===== src/rtl/cbt_pkg.sv =====
package cbt_pkg;

    localparam int REG_W    = 16;
    localparam int IW_LSB   = 8;
    localparam int CONS_BIT = 4;
    localparam int EXT_BIT  = 0;

    typedef enum logic [1:0] {
        ST_IDLE,
        ST_LEAD,
        ST_STROBE,
        ST_TRAIL
    } seq_state_t;

endpackage


===== src/rtl/cbt_cfg_reg.sv =====
module cbt_cfg_reg
    import cbt_pkg::*;
#(
    parameter int GAP_W = 2
) (
    input  logic             clk,
    input  logic             rst_n,
    input  logic             we,
    input  logic [REG_W-1:0] wdata,
    output logic [REG_W-1:0] rdata,
    output logic [GAP_W-1:0] rw_idle,
    output logic             cons_en,
    output logic             ext_en
);

    localparam logic [REG_W-1:0] IW_MASK = REG_W'(((1 << GAP_W) - 1) << IW_LSB);
    localparam logic [REG_W-1:0] WMASK   = IW_MASK
                                         | REG_W'(1 << CONS_BIT)
                                         | REG_W'(1 << EXT_BIT);

    logic [REG_W-1:0] cfg_q;

    always_ff @(posedge clk) begin
        if (!rst_n) begin
            cfg_q <= '1;
        end else if (we) begin
            cfg_q <= wdata | ~WMASK;
        end
    end

    always_comb begin
        rdata   = cfg_q;
        rw_idle = cfg_q[IW_LSB +: GAP_W];
        cons_en = cfg_q[CONS_BIT];
        ext_en  = cfg_q[EXT_BIT];
    end

    AST_CFG_KEEP: assert property (@(posedge clk) disable iff (!rst_n)
        !we |=> $stable(rdata));

endmodule


===== src/rtl/cbt_gap_calc.sv =====
module cbt_gap_calc #(
    parameter int GAP_W = 2
) (
    input  logic             have_prev,
    input  logic             prev_wr,
    input  logic             next_wr,
    input  logic             cons_en,
    input  logic [GAP_W-1:0] rw_idle,
    input  logic [GAP_W-1:0] elapsed,
    output logic             gap_ok
);

    logic [GAP_W-1:0] cons_need;
    logic [GAP_W-1:0] rw_need;
    logic [GAP_W-1:0] need;

    always_comb begin
        cons_need = {{(GAP_W-1){1'b0}}, cons_en};
        rw_need   = (!prev_wr && next_wr) ? rw_idle : '0;
        if (!have_prev) begin
            need = '0;
        end else if (rw_need > cons_need) begin
            need = rw_need;
        end else begin
            need = cons_need;
        end
        gap_ok = (elapsed >= need);
    end

endmodule


===== src/rtl/cbt_seq.sv =====
module cbt_seq
    import cbt_pkg::*;
#(
    parameter int GAP_W = 2
) (
    input  logic             clk,
    input  logic             rst_n,
    input  logic             req_valid,
    input  logic             req_write,
    input  logic             ext_cfg,
    input  logic             gap_ok,
    output logic             req_ready,
    output logic             have_eff,
    output logic             prev_eff,
    output logic [GAP_W-1:0] elapsed,
    output logic             cs_o,
    output logic             rd_o,
    output logic             wr_o,
    output logic             done_o
);

    localparam logic [GAP_W-1:0] CNT_MAX = '1;

    seq_state_t       state, state_nx, start_st;
    logic             cur_wr_q;
    logic             ext_q;
    logic             have_prev_q;
    logic             prev_wr_q;
    logic [GAP_W-1:0] idle_cnt;
    logic             fin;
    logic             accept;

    always_comb begin
        fin       = (state == ST_TRAIL) || (state == ST_STROBE && !ext_q);
        req_ready = ((state == ST_IDLE) || fin) && gap_ok;
        accept    = req_valid && req_ready;
        have_eff  = fin || have_prev_q;
        prev_eff  = fin ? cur_wr_q : prev_wr_q;
        elapsed   = fin ? '0 : idle_cnt;
        start_st  = ext_cfg ? ST_LEAD : ST_STROBE;
    end

    always_comb begin
        state_nx = state;
        unique case (state)
            ST_IDLE:   state_nx = accept ? start_st : ST_IDLE;
            ST_LEAD:   state_nx = ST_STROBE;
            ST_STROBE: begin
                if (ext_q) begin
                    state_nx = ST_TRAIL;
                end else begin
                    state_nx = accept ? start_st : ST_IDLE;
                end
            end
            ST_TRAIL:  state_nx = accept ? start_st : ST_IDLE;
            default:   state_nx = ST_IDLE;
        endcase
    end

    always_ff @(posedge clk) begin
        if (!rst_n) begin
            state <= ST_IDLE;
        end else begin
            state <= state_nx;
        end
    end

    always_ff @(posedge clk) begin
        if (!rst_n) begin
            cur_wr_q    <= 1'b0;
            ext_q       <= 1'b0;
            have_prev_q <= 1'b0;
            prev_wr_q   <= 1'b0;
            idle_cnt    <= '0;
        end else begin
            if (accept) begin
                cur_wr_q <= req_write;
                ext_q    <= ext_cfg;
            end
            if (fin) begin
                have_prev_q <= 1'b1;
                prev_wr_q   <= cur_wr_q;
            end
            if (accept) begin
                idle_cnt <= '0;
            end else if (fin) begin
                idle_cnt <= GAP_W'(1);
            end else if (state == ST_IDLE && idle_cnt != CNT_MAX) begin
                idle_cnt <= idle_cnt + GAP_W'(1);
            end
        end
    end

    always_comb begin
        cs_o   = 1'b0;
        rd_o   = 1'b0;
        wr_o   = 1'b0;
        done_o = 1'b0;
        unique case (state)
            ST_IDLE: ;
            ST_LEAD: cs_o = 1'b1;
            ST_STROBE: begin
                cs_o   = 1'b1;
                rd_o   = !cur_wr_q;
                wr_o   = cur_wr_q;
                done_o = 1'b1;
            end
            ST_TRAIL: cs_o = 1'b1;
            default: ;
        endcase
    end

    AST_RDWR_EXCL: assert property (@(posedge clk) disable iff (!rst_n)
        !(rd_o && wr_o));
    AST_DONE_AT_STROBE: assert property (@(posedge clk) disable iff (!rst_n)
        done_o |-> (rd_o || wr_o));
    AST_STROBE_IN_CS: assert property (@(posedge clk) disable iff (!rst_n)
        (rd_o || wr_o) |-> cs_o);
    AST_LEAD_CS: assert property (@(posedge clk) disable iff (!rst_n)
        ($rose(rd_o || wr_o) && ext_q) |-> $past(cs_o));
    AST_TRAIL_CS: assert property (@(posedge clk) disable iff (!rst_n)
        (state == ST_STROBE && ext_q) |=> (cs_o && !rd_o && !wr_o));
    AST_EXT_HELD: assert property (@(posedge clk) disable iff (!rst_n)
        (state == ST_LEAD) |=> $stable(ext_q));

endmodule


===== src/rtl/csbus_timer.sv =====
module csbus_timer
    import cbt_pkg::*;
#(
    parameter int GAP_W = 2
) (
    input  logic             clk,
    input  logic             rst_n,
    input  logic             cfg_we,
    input  logic [REG_W-1:0] cfg_wdata,
    output logic [REG_W-1:0] cfg_rdata,
    input  logic             req_valid,
    input  logic             req_write,
    output logic             req_ready,
    output logic             bus_cs,
    output logic             bus_rd,
    output logic             bus_wr,
    output logic             acc_done
);

    logic [GAP_W-1:0] rw_idle;
    logic             cons_en;
    logic             ext_en;
    logic             have_eff;
    logic             prev_eff;
    logic [GAP_W-1:0] elapsed;
    logic             gap_ok;

    cbt_cfg_reg #(.GAP_W(GAP_W)) u_cfg (
        .clk     (clk),
        .rst_n   (rst_n),
        .we      (cfg_we),
        .wdata   (cfg_wdata),
        .rdata   (cfg_rdata),
        .rw_idle (rw_idle),
        .cons_en (cons_en),
        .ext_en  (ext_en)
    );

    cbt_gap_calc #(.GAP_W(GAP_W)) u_gap (
        .have_prev (have_eff),
        .prev_wr   (prev_eff),
        .next_wr   (req_write),
        .cons_en   (cons_en),
        .rw_idle   (rw_idle),
        .elapsed   (elapsed),
        .gap_ok    (gap_ok)
    );

    cbt_seq #(.GAP_W(GAP_W)) u_seq (
        .clk       (clk),
        .rst_n     (rst_n),
        .req_valid (req_valid),
        .req_write (req_write),
        .ext_cfg   (ext_en),
        .gap_ok    (gap_ok),
        .req_ready (req_ready),
        .have_eff  (have_eff),
        .prev_eff  (prev_eff),
        .elapsed   (elapsed),
        .cs_o      (bus_cs),
        .rd_o      (bus_rd),
        .wr_o      (bus_wr),
        .done_o    (acc_done)
    );

    AST_READY_QUIET: assert property (@(posedge clk) disable iff (!rst_n)
        (req_ready && !bus_cs) |-> (!bus_rd && !bus_wr && !acc_done));

endmodule


===== config.mk =====
export PLATFORM = sky130hd
export DESIGN_NAME = csbus_timer
export DESIGN_NICKNAME = d
export VERILOG_FILES = /design/src/rtl/cbt_pkg.sv /design/src/rtl/cbt_cfg_reg.sv /design/src/rtl/cbt_gap_calc.sv /design/src/rtl/cbt_seq.sv /design/src/rtl/csbus_timer.sv
export SDC_FILE = /design/constraint.sdc
export NUM_CORES = 1
export LEC_CHECK = 0
export CAP_MARGIN = 20
export CORE_MARGIN = 8
export CORE_UTILIZATION = 43
export CTS_CLUSTER_DIAMETER = 120
export DETAILED_ROUTE_END_ITERATION = 6
export MAX_ROUTING_LAYER = met4
export PLACE_DENSITY = 0.94
export SETUP_SLACK_MARGIN = 0.05
export SLEW_MARGIN = 0
export SYNTH_ARGS = -nofsm -noshare
export SYNTH_HDL_FRONTEND = slang
export SYNTH_HIERARCHICAL = 1
export SYNTH_SLANG_ARGS = --single-unit

===== constraint.sdc =====
create_clock -name clk -period 6.4 [get_ports clk]
set_input_delay 1.28 -clock clk [delete_from_list [all_inputs] [get_ports clk]]
set_output_delay 1.28 -clock clk [all_outputs]
set_load 0.01 [all_outputs]

Yosys cells after proc, flatten, opt, wreduce, memory -nomap -nowiden. Cells that the tools add are included.

Flip-flop bits (word level): 12. Word-level logic and storage cells: 48. Bits of input ports: 21.

Add/subtract/negate cells: 1. Order comparisons: 2. Eq/ne operators: 4. Multiplexer cells: 15. Bitwise operators: 1. Reductions and logical operators: 17.

Operator list (count): $mux 2 (7); $mux 1 (7); $pmux 2 s3 (1); $reduce_or 3->1 (2); $logic_and 1x1->1 (5); $eq 2x2->1 const B (2); $reduce_or 2->1 (2); $logic_not 1->1 (3); $logic_or 1x1->1 (3); $add 2x1->2 const B (1); $eq 2x1->1 const B (1); $ge 2x2->1 (1); $gt 2x1->1 (1); $logic_not 2->1 (1); $ne 2x2->1 const B (1); $reduce_bool 2->1 (1); $not 1->1 (1).

Longest topological paths before layout.
Word-level depth: 16. Depth in mapped cells: 16. Mapped depth without buffers: 16.

Modules after synthesis. The synthesis kept the hierarchy.

By module, submodules not included: cbt_seq (cells each 53, area each 501.7 um^2, instances 1); cbt_cfg_reg (cells each 30, area each 264.0 um^2, instances 1); cbt_gap_calc (cells each 14, area each 117.6 um^2, instances 1).

Least setup slack after synthesis. OpenSTA, ideal clock, no wires.

Path type: input -> output. Start point: input port req_write. End point: output port req_ready. Path slack: 2443 ps. Path buffers: 0. Stages on the path: 9. Arrival: 2677 ps. Cells stage by stage: nand3b_4 > ha_1 > o21ai_0 > a31o_2 > a21boi_1 > ha_1 > nand2b_1 > a21o_1 > a21boi_1.

Longest elaborated chain between the ends: 7.

Ends and longest elaborated chain: start: declaration (RTL line csbus_timer.sv:12) `input logic req_write,`; $logic_and 1x1->1 (*) (RTL line cbt_gap_calc.sv:19) `rw_need = (!prev_wr && next_wr) ? rw_idle : '0;`; $mux 2 (*) (RTL line cbt_gap_calc.sv:19); $gt 2x1->1 (RTL line cbt_gap_calc.sv:22) `end else if (rw_need > cons_need) begin`; $mux 2 (*) (RTL line cbt_gap_calc.sv:22); $mux 2 (*) (RTL line cbt_gap_calc.sv:20) `if (!have_prev) begin`; $ge 2x2->1 (*) (RTL line cbt_gap_calc.sv:27) `gap_ok = (elapsed >= need);`; net gap_ok (RTL line csbus_timer.sv:26) `logic gap_ok;`; $logic_and 1x1->1 (*) (RTL line cbt_seq.sv:35) `req_ready = ((state == ST_IDLE) || fin) && gap_ok;`; end: declaration (RTL line csbus_timer.sv:13) `output logic req_ready,`.

Mark *: on every way through the listed nets, which the timed path passes. The rest lies on a longest branch.

Final worst setup path. Same ends and word-level chain as after synthesis.

==> flow_metrics.env <==
export IMPL_via_per_inst=4.75
export IMPL_cts_tree="yes"
export IMPL_cts_hold_fix_buffers=0
export IMPL_port_buffers=17
export IMPL_layout_nets=142
export IMPL_fmax_mhz=197
export IMPL_cts_num_sinks=12
export IMPL_fp_row_count=16
export IMPL_ys_seq_area_share_pct=27.2
export IMPL_critPathKind="in2out"
export IMPL_vias=660
export IMPL_synth_warnings=6
export IMPL_postCtsResizedCells=0
export IMPL_cts_root_buf="clkbuf_4"
export IMPL_async_flop_share_pct=0
export IMPL_drive_gt1_share_pct=11.6
export IMPL_combinationalPowerShare_pct=51.9
export IMPL_grt_pass1_vias=661
export IMPL_dp_hpwl_um=1470
export IMPL_end_kind="output pin"
export IMPL_core_region_area_um2=1940
export IMPL_power_switching_uw=125
export IMPL_rsz0062_at_grt="false"
export IMPL_crit_fanout=4
export IMPL_initial_utilization_pct=45.5
export IMPL_yosys_area_share_simple_pct=22.4
export IMPL_grt_max_degree=13
export IMPL_clkPwrFrac_pct=17.2
export IMPL_synthAdderAreaFrac_pct=11.3
export IMPL_synth_compound_area_share_pct=12.2
export IMPL_die_x_um=61.3
export IMPL_ys_types=33
export IMPL_grt_pass1_wl_um=2820
export IMPL_min_period_over_period_pct=79.4
export IMPL_cts_path_max_buffers=2
export IMPL_reg2reg_from="u_seq/state[0]"
export IMPL_antenna_cells=0
export IMPL_min_path_type="reg2reg"
export IMPL_tritoncts_num_buffers=3
export IMPL_hold_viol=0
export IMPL_htree_levels=1
export IMPL_powerDensity_nw_per_um2=333
export IMPL_crit_required_ns=5.12
export IMPL_io_pins=42
export IMPL_chipHeight_um=61.3
export IMPL_die_area_um2=3760
export IMPL_cap_violations=0
export IMPL_swShare_pct=36.1
export IMPL_synth_area_um2=883
export IMPL_drt_wl_total_um=1730
export IMPL_crit_buf_inv=2
export IMPL_wl_per_cell_um=12.5
export IMPL_max_stage_delay_ns=0.57
export IMPL_path_clk_slew_ns=0.07
export IMPL_cp_cell_sequence="clkdlybuf4s50_1 > nand3b_4 > ha_1 > o21ai_0 > a31o_2 > a21boi_1 > ha_1 > nand2b_1 > a21o_1 > a21boi_1 > clkdlybuf4s50_1"
export IMPL_first_iter_violations=11
export IMPL_route_detailed_drc=0
export IMPL_tns_ns=0
export IMPL_p_leak_nw=0.492
export IMPL_critPathTopFamily="buffers and inverters"
export IMPL_grt_overflow_total=0
export IMPL_netlist_instances=97
export IMPL_ant_nets=0
export IMPL_drv_slew=0
export IMPL_layout_cells_non_filler=139
export IMPL_synth_flop_cell="dfxtp_1"
export IMPL_synth_xor_area_share_pct=0.992
export IMPL_p_total_uw=346
export IMPL_areaGrowthSynthToFinish_pct=17.7
export IMPL_post_cts_buffers=0
export IMPL_place_congestion=0.794
export IMPL_crit_arrival_ns=3.80
export IMPL_grt_usage_pct=10.3
export IMPL_antenna_found_initial=0
export IMPL_worstHoldStart="u_seq/prev_wr_q"
export IMPL_p_int_uw=221
export IMPL_synth_mux_area_share_pct=7.93
export IMPL_critPathLaunch="req_write"
export IMPL_worst_setup_path_start_kind="input pin"
export IMPL_synth_top_family_by_area="simple AND/OR/NAND/NOR gates"
export IMPL_syn_area_per_cell_um2=9.11
export IMPL_ir_worst_vdd_uv=138
export IMPL_first_pass_iters=4
export IMPL_fin_skew_ns=0.00264
export IMPL_pwr_share_seq_pct=30.9
export IMPL_synth_seq_cells=12
export IMPL_outcome="finished, final reports clean"
export IMPL_clock_latency_ns=0.27
export IMPL_cpMaxStageDelayCell="clkdlybuf4s50_1"
export IMPL_dp_cells=135
export IMPL_fin_crit_ns=5.08
export IMPL_synth_edff_count=0
export IMPL_finalSetupViolCount=0
-- per-layer routing --
layer  GRT usage (%)  up-vias  share of wire [%]
met5               -        -                  0
met4            6.98        0               0.81
met3            2.09        2                7.6
met2            17.8       21                 51
met1            10.3      303                 40
li1                -      334                  -
-- power groups by stage --
stage / Combinational (mW) / Sequential, mW / Clock [mW]
2_1_floorplan: 0.132 / 0.104 / 0
3_5_place_dp: 0.181 / 0.108 / 0
4_1_cts: 0.182 / 0.106 / 0.0611
6_report: 0.180 / 0.107 / 0.0594
5_1_grt: 0.198 / 0.109 / 0.0659
3_3_place_gp: 0.172 / 0.107 / 0
-- kinds of logic after synthesis --
kind of cell	after synthesis
buf+inv	25
mux	7
xor+xnor	1
fa+ha+maj	8
simple gates	30
flops	12
compound gates	13
other cells	1
-- cells in the final DEF (no fill, tap or decap), drive strengths merged, types with 2 or more instances in the layout --
cell type       n
clkbuf          4
a21oi           2
nand2b          3
nor2b           4
nor2            3
ha              8
mux2i           7
a21boi          2
and2            2
o21ai           2
nand2          10
inv             8
and3            3
conb           12
clkdlybuf4s50  17
a41o            2
dfxtp          12
-- flip-flops by register name, indices dropped and copies added, names as in the netlist --
name and cells:
u_cfg/rdata 4, u_seq/idle_cnt 2, u_seq/state 2, u_seq/cur_wr_q 1, u_seq/ext_q 1, u_seq/have_prev_q 1, u_seq/prev_wr_q 1
-- layout make-up --
| class | instances | area, µm² |
|---|---|---|
| multi-input combinational | 71 | 529 |
| sequential | 12 | 240 |
| clock buffer | 4 | 36.3 |
| tap | 27 | 33.8 |
| fill | 182 | 902 |
| timing repair buffer | 17 | 170 |
| inverter | 8 | 30.0 |
-- worst paths after layout --
check | end | slack (ns) | cells after the start
setup reg to reg | u_seq/state[1] | 3.26 | 16
hold reg to reg | u_seq/prev_wr_q | 0.49 | 2
setup / recovery | req_ready | 1.32 | 11
hold / removal | u_seq/prev_wr_q | 0.49 | 2
-- worst register-to-register path: stages, from the launching register on --
cell and delay [ns]:
dfxtp_1 0.37, inv_1 0.08, ha_1 0.31, nor2b_4 0.18, o21ai_1 0.16, nand2_1 0.10
nand3b_4 0.16, ha_1 0.29, o21ai_0 0.07, a31o_2 0.22, a21boi_1 0.12, ha_1 0.23
nand2b_1 0.14, a21o_1 0.18, nand2_1 0.10, a31oi_4 0.07, a41o_1 0.27
-- stage by stage --
step | util [%] | hold WS [ns] | worst slack, ns | instance area, µm²
after floorplan | - | 0.455 | 2.44 | 925
after global placement | 51.7 | 0.481 | 1.33 | 1000
after detailed placement | 51.7 | 0.489 | 1.28 | 1000
after CTS | 53.5 | 0.501 | 1.29 | 1040
after global routing | 53.5 | 0.547 | 1.19 | 1040
final | 53.5 | 0.494 | 1.32 | 1040
-- synth_stat cells, drive strengths merged (2+ instances only) --
| library cell | number | area share (%) |
|---|---|---|
| buf | 16 | 14 |
| dfxtp | 12 | 27 |
| nand2 | 10 | 4.2 |
| ha | 8 | 11 |
| inv | 8 | 3.4 |
| mux2i | 7 | 7.9 |
| nor2b | 4 | 3.7 |
| and3 | 3 | 2.3 |
| nand2b | 3 | 3.0 |
| nor2 | 3 | 1.3 |
| a21boi | 2 | 1.7 |
| a21oi | 2 | 1.1 |
| a41o | 2 | 2.3 |
| and2 | 2 | 1.4 |
| o21ai | 2 | 1.1 |
No activity file was read; power rests on OpenSTA's default activity.
